<file path="src/rtl/fsc_pkg.sv">
package fsc_pkg;
  localparam int CLASS_W = 3;

  localparam logic [CLASS_W-1:0] CLS_DATA   = 3'd0;
  localparam logic [CLASS_W-1:0] CLS_CTRL   = 3'd1;
  localparam logic [CLASS_W-1:0] CLS_FILL0  = 3'd2;
  localparam logic [CLASS_W-1:0] CLS_FILL1A = 3'd3;
  localparam logic [CLASS_W-1:0] CLS_FILL1B = 3'd4;

  // strobes from the control half to the datapath half
  typedef struct packed {
    logic takeData;
    logic takeCtrl;
    logic frameErr;
    logic flagErr;
    logic isFill;
    logic fillHi;
  } strobe_t;
endpackage

</file>
<file path="src/rtl/fsc_ctrl.sv">
module fsc_ctrl
  import fsc_pkg::*;
(
  input  logic               clk,
  input  logic               rst,
  input  logic [CLASS_W-1:0] frameClass,
  input  logic               flagIn,
  input  logic               flagPassMode,
  output strobe_t            strobes
);
  logic armed;
  logic expectFlag;
  logic isData, isCtrl, isFill0, isFill1, checkNow;

  always_comb begin
    isData   = (frameClass == CLS_DATA);
    isCtrl   = (frameClass == CLS_CTRL);
    isFill0  = (frameClass == CLS_FILL0);
    isFill1  = (frameClass == CLS_FILL1A) || (frameClass == CLS_FILL1B);
    checkNow = isData && !flagPassMode;

    strobes.takeData = isData;
    strobes.takeCtrl = isCtrl;
    strobes.isFill   = isFill0 || isFill1;
    strobes.fillHi   = isFill1;
    strobes.frameErr = !(isData || isCtrl || isFill0 || isFill1);
    strobes.flagErr  = checkNow && armed && (flagIn != expectFlag);
  end

  // expected-flag tracker: reseeds after reset, non-data, pass mode, error
  always_ff @(posedge clk) begin
    if (rst) begin
      armed      <= 1'b0;
      expectFlag <= 1'b0;
    end else if (checkNow && !strobes.flagErr) begin
      armed      <= 1'b1;
      expectFlag <= ~flagIn;
    end else begin
      armed      <= 1'b0;
      expectFlag <= expectFlag;
    end
  end
endmodule

</file>
<file path="src/rtl/fsc_datapath.sv">
module fsc_datapath
  import fsc_pkg::*;
#(
  parameter int DATA_W   = 20,
  parameter int NARROW_W = 16
) (
  input  logic              clk,
  input  logic              rst,
  input  strobe_t           strobes,
  input  logic [DATA_W-1:0] dataIn,
  input  logic              flagIn,
  input  logic              wideMode,
  input  logic              activeIn,
  output logic              dataValid,
  output logic              ctrlValid,
  output logic              errOut,
  output logic              fillType,
  output logic              flagOut,
  output logic [DATA_W-1:0] dataOut,
  output logic              linkReadyN
);
  logic [DATA_W-1:0] widthMask;
  logic [DATA_W-1:0] maskedData;

  genvar gi;
  generate
    for (gi = 0; gi < DATA_W; gi++) begin : g_mask
      if (gi < NARROW_W) begin : g_low
        assign widthMask[gi] = 1'b1;
      end else begin : g_high
        assign widthMask[gi] = wideMode;
      end
    end
  endgenerate

  assign maskedData = dataIn & widthMask;

  always_ff @(posedge clk) begin
    if (rst) begin
      dataValid  <= 1'b0;
      ctrlValid  <= 1'b0;
      errOut     <= 1'b0;
      fillType   <= 1'b0;
      flagOut    <= 1'b0;
      dataOut    <= '0;
      linkReadyN <= 1'b1;
    end else begin
      dataValid  <= strobes.takeData && !strobes.flagErr;
      ctrlValid  <= strobes.takeCtrl;
      errOut     <= strobes.frameErr || strobes.flagErr;
      fillType   <= strobes.isFill && strobes.fillHi;
      flagOut    <= strobes.takeData ? flagIn : 1'b0;
      dataOut    <= (strobes.takeData || strobes.takeCtrl) ? maskedData : '0;
      linkReadyN <= ~activeIn;
    end
  end
endmodule

</file>
<file path="src/rtl/frame_status_check.sv">
module frame_status_check
  import fsc_pkg::*;
#(
  parameter int DATA_W   = 20,
  parameter int NARROW_W = 16
) (
  input  logic               clk,
  input  logic               rst,
  input  logic [CLASS_W-1:0] frameClass,
  input  logic               flagIn,
  input  logic [DATA_W-1:0]  dataIn,
  input  logic               flagPassMode,
  input  logic               wideMode,
  input  logic               activeIn,
  output logic               dataValid,
  output logic               ctrlValid,
  output logic               errOut,
  output logic               fillType,
  output logic               flagOut,
  output logic [DATA_W-1:0]  dataOut,
  output logic               linkReadyN
);
  strobe_t strobes;

  fsc_ctrl ctrl_i (
    .clk(clk), .rst(rst), .frameClass(frameClass), .flagIn(flagIn),
    .flagPassMode(flagPassMode), .strobes(strobes)
  );

  fsc_datapath #(.DATA_W(DATA_W), .NARROW_W(NARROW_W)) dp_i (
    .clk(clk), .rst(rst), .strobes(strobes), .dataIn(dataIn), .flagIn(flagIn),
    .wideMode(wideMode), .activeIn(activeIn), .dataValid(dataValid),
    .ctrlValid(ctrlValid), .errOut(errOut), .fillType(fillType),
    .flagOut(flagOut), .dataOut(dataOut), .linkReadyN(linkReadyN)
  );
endmodule

</file>
<file path="config.mk">
export PLATFORM = sky130hd
export DESIGN_NAME = frame_status_check
export DESIGN_NICKNAME = d
export VERILOG_FILES = /design/src/rtl/fsc_pkg.sv /design/src/rtl/fsc_ctrl.sv /design/src/rtl/fsc_datapath.sv /design/src/rtl/frame_status_check.sv
export SDC_FILE = /design/constraint.sdc
export NUM_CORES = 1
export LEC_CHECK = 0
export BUFFER_PORTS_ARGS = -buffer_cell sky130_fd_sc_hd__buf_2
export CAP_MARGIN = 20
export CORE_MARGIN = 3
export CORE_UTILIZATION = 42
export DETAILED_ROUTE_END_ITERATION = 6
export GPL_TIMING_DRIVEN = 0
export PLACE_DENSITY = 0.89
export SKIP_LAST_GASP = 1
export SLEW_MARGIN = 20
export SYNTH_ARGS = -nofsm -noshare
export SYNTH_HDL_FRONTEND = slang
export SYNTH_SLANG_ARGS = --single-unit
</file>
<file path="constraint.sdc">
create_clock -name clk -period 2.4 [get_ports clk]
set_clock_uncertainty 0.2 [all_clocks]
set_input_delay 0.48 -clock clk [delete_from_list [all_inputs] [get_ports clk]]
set_output_delay 0.48 -clock clk [all_outputs]
set_load 0.05 [all_outputs]
</file>
==> results.md <==
- Hold Crit Class: in2reg
- RSZ-0062 raised after global routing: false
- Ys Warns: 0
- Crit path buf inv count: 1
- Grt ovf: 0
- GP Congestion: 0.691
- Via-to-Cell Ratio: 4.47
- Number of cells upsized or downsized after cts: 0
- # Post-CTS Setup Buffers: 0
- Netlist cell types: 16
- Worst-path maximum fanout: 1
- Crit path depth: 1
- Critical path's top delay family: flip-flops
- Final setup viols: 0
- Worst Tran Pin Value: 298 ps
- Post-Syn Instances: 67
- Row cnt: 15
- Min Tclk post-route: 1610 ps
- FMAX: 0.620 GHz
- Critical Path Sink Type: output port
- Pins Over Slew Limit: 0
- Slowest stage cell, crit path: dfxtp_1
- H-Tree Depth: 1
- Final TNS setup: 0 ps
- Gr busiest metal: met2
- Hold_buf cts: 0
- Cts bufs inserted: 3
- Crit path DAT: 930 ps
- Ranking of synthesized cells by area: dfxtp_1 68%, and2_1 13%, and3_1 3.0%, nor4_4 2.6%, and3b_1 2.1%
- Reg-to-Reg Start: ctrl_i.expectFlag
- Met3 usage: 2.97%
- Clock buffer depth: 2
- Vias: 666
- Initial Util: 46.2%
- GR Util met1: 14.4%
- CTS root buf: clkbuf_4
- Post-route DRC: 0
- Global Route Usage Sum: 15.0%
- Post-Syn Area: 825 um^2
- VDD IR-drop max: 383 uV
- Num Clock Sinks: 28
- Top cell type by total area after synthesis: dfxtp_1
- Post-synthesis async set-or-reset flop share: 0%
- Vias in the first global route: 632
- Min-delay src: activeIn
- Post-Route WL: 1820 um
- Drt first pass iters: 3
- Die area: 2530 um^2
- Worst Setup SP: dp_i.dataOut[1]
- Port bufs: 54
- Register Area: 561 um^2
- Critical path cell sequence: buf_2
- Hold depth: 2
- Fin. Hold Viols: 0
- Clock latency on the worst-skew pair: 310 ps
- Sequential share of the synthesized area: 68.0%
- M2 GR Usage: 28.7%
- Layout cells sized above 1: 49.2%
- Antenna Diode Count: 0
- Die Width: 50.3 um
- First-pass GRT wire length: 2760 um
- Fill cells: 153
- Die Y: 50.3 um
- Final ANT Viol Nets: 0
- DR WL/cell: 12.2 um
- Nets: 155
- Syn Nets: 96
- Worst Path Required: 1720 ps
- Final period util: 67.2%
- Hpwl dp: 1460 um
- Iteration-0 DRC Markers: 6
- Ys flop type: dfxtp_1
- P_leak: 0.613 nW
- Share of Yosys cell area claimed by the top area cell type: 68.0%
- Outcome: complete, no violations
- Clock transition at path regs: 140 ps
- Pwr/cell area: 664 nW/um^2
- Core Region: 1780 um^2
- Commonest cells post-synth: 28 x dfxtp_1, 17 x and2_1, 4 x and3_1
- Critical path class: reg2out
- CP Launch Type: register
- Slew margin rel.: 80.0%
- Largest net degree at the start of global routing: 15
- Multi-input logic area: 254 um^2
- # IOs: 55
- Area grow syn2layout: 39.3%
- Reg2Reg Depth: 3
- Fin Hold WS: 117 ps
- Max-cap violation count: 0
- CP peak stage delay: 360 ps
- Initial antenna violation count: 0
- Yosys reg bits: 28
- Synth Area per Inst: 12.3 um^2
- Most frequent cell after synthesis: dfxtp_1
- EDFF count, synth: 0
- CTS tree: done
[worst paths after layout]
path | end | slack (ps)
min reg2reg | ctrl_i.armed | 240
max | dataOut[1] | 790
max reg2reg | dp_i.dataValid | 1240
min | dp_i.linkReadyN | 120
[kinds of logic after synthesis]
logic type,count (synthesis),synth area share [%]
flops,28,68.0
buf+inv,2,1.21
xor+xnor,1,1.06
compound gates,5,3.34
simple gates,31,26.4
[placed cells by master (no fill, tap or decap), drive strengths merged, types with 2 or more instances in the layout]
master   n
and3b    2
and2    17
nand2b   2
dfxtp   28
and3     4
buf     54
a21oi    3
clkbuf   5
[cell type report]
class,instances,area share (%)
Buffer,2,0.871
Clock buffer,3,1.96
Multi-Input combinational cell,37,22.1
Sequential cell,28,48.8
Tap cell,25,2.72
Timing Repair Buffer,54,23.5
[per-layer routing]
layer | up-vias | share of wire, %
met5 | - | 0
met3 | 4 | 8.9
met1 | 295 | 37
met2 | 33 | 52
met4 | 0 | 2.0
li1 | 334 | -
[flip-flops by register name, indices dropped and copies added (netlist names)]
name               count
ctrl_i.armed           1
ctrl_i.expectFlag      1
dp_i.ctrlValid         1
dp_i.dataOut          20
dp_i.dataValid         1
dp_i.errOut            1
dp_i.fillType          1
dp_i.flagOut           1
dp_i.linkReadyN        1
[power by group]
group	total, W	internal (W)	switching, W
logic	0.000102	0.0000341	0.0000677
registers	0.000481	0.000478	0.00000317
clock network	0.000180	0.0000587	0.000122
[through the flow]
step	util, %	power [W]	std cells	cell area [um^2]	setup WS (ps)
final	64.4	0.000763	149	1150	788
after global routing	64.4	0.000798	149	1150	743
after CTS	64.4	0.000767	149	1150	781
after detailed placement	63.2	0.000593	146	1130	773
after global placement	63.2	0.000589	146	1130	818
after floorplan	-	0.000550	67	825	1010
Power figures use the tool's default switching activity.
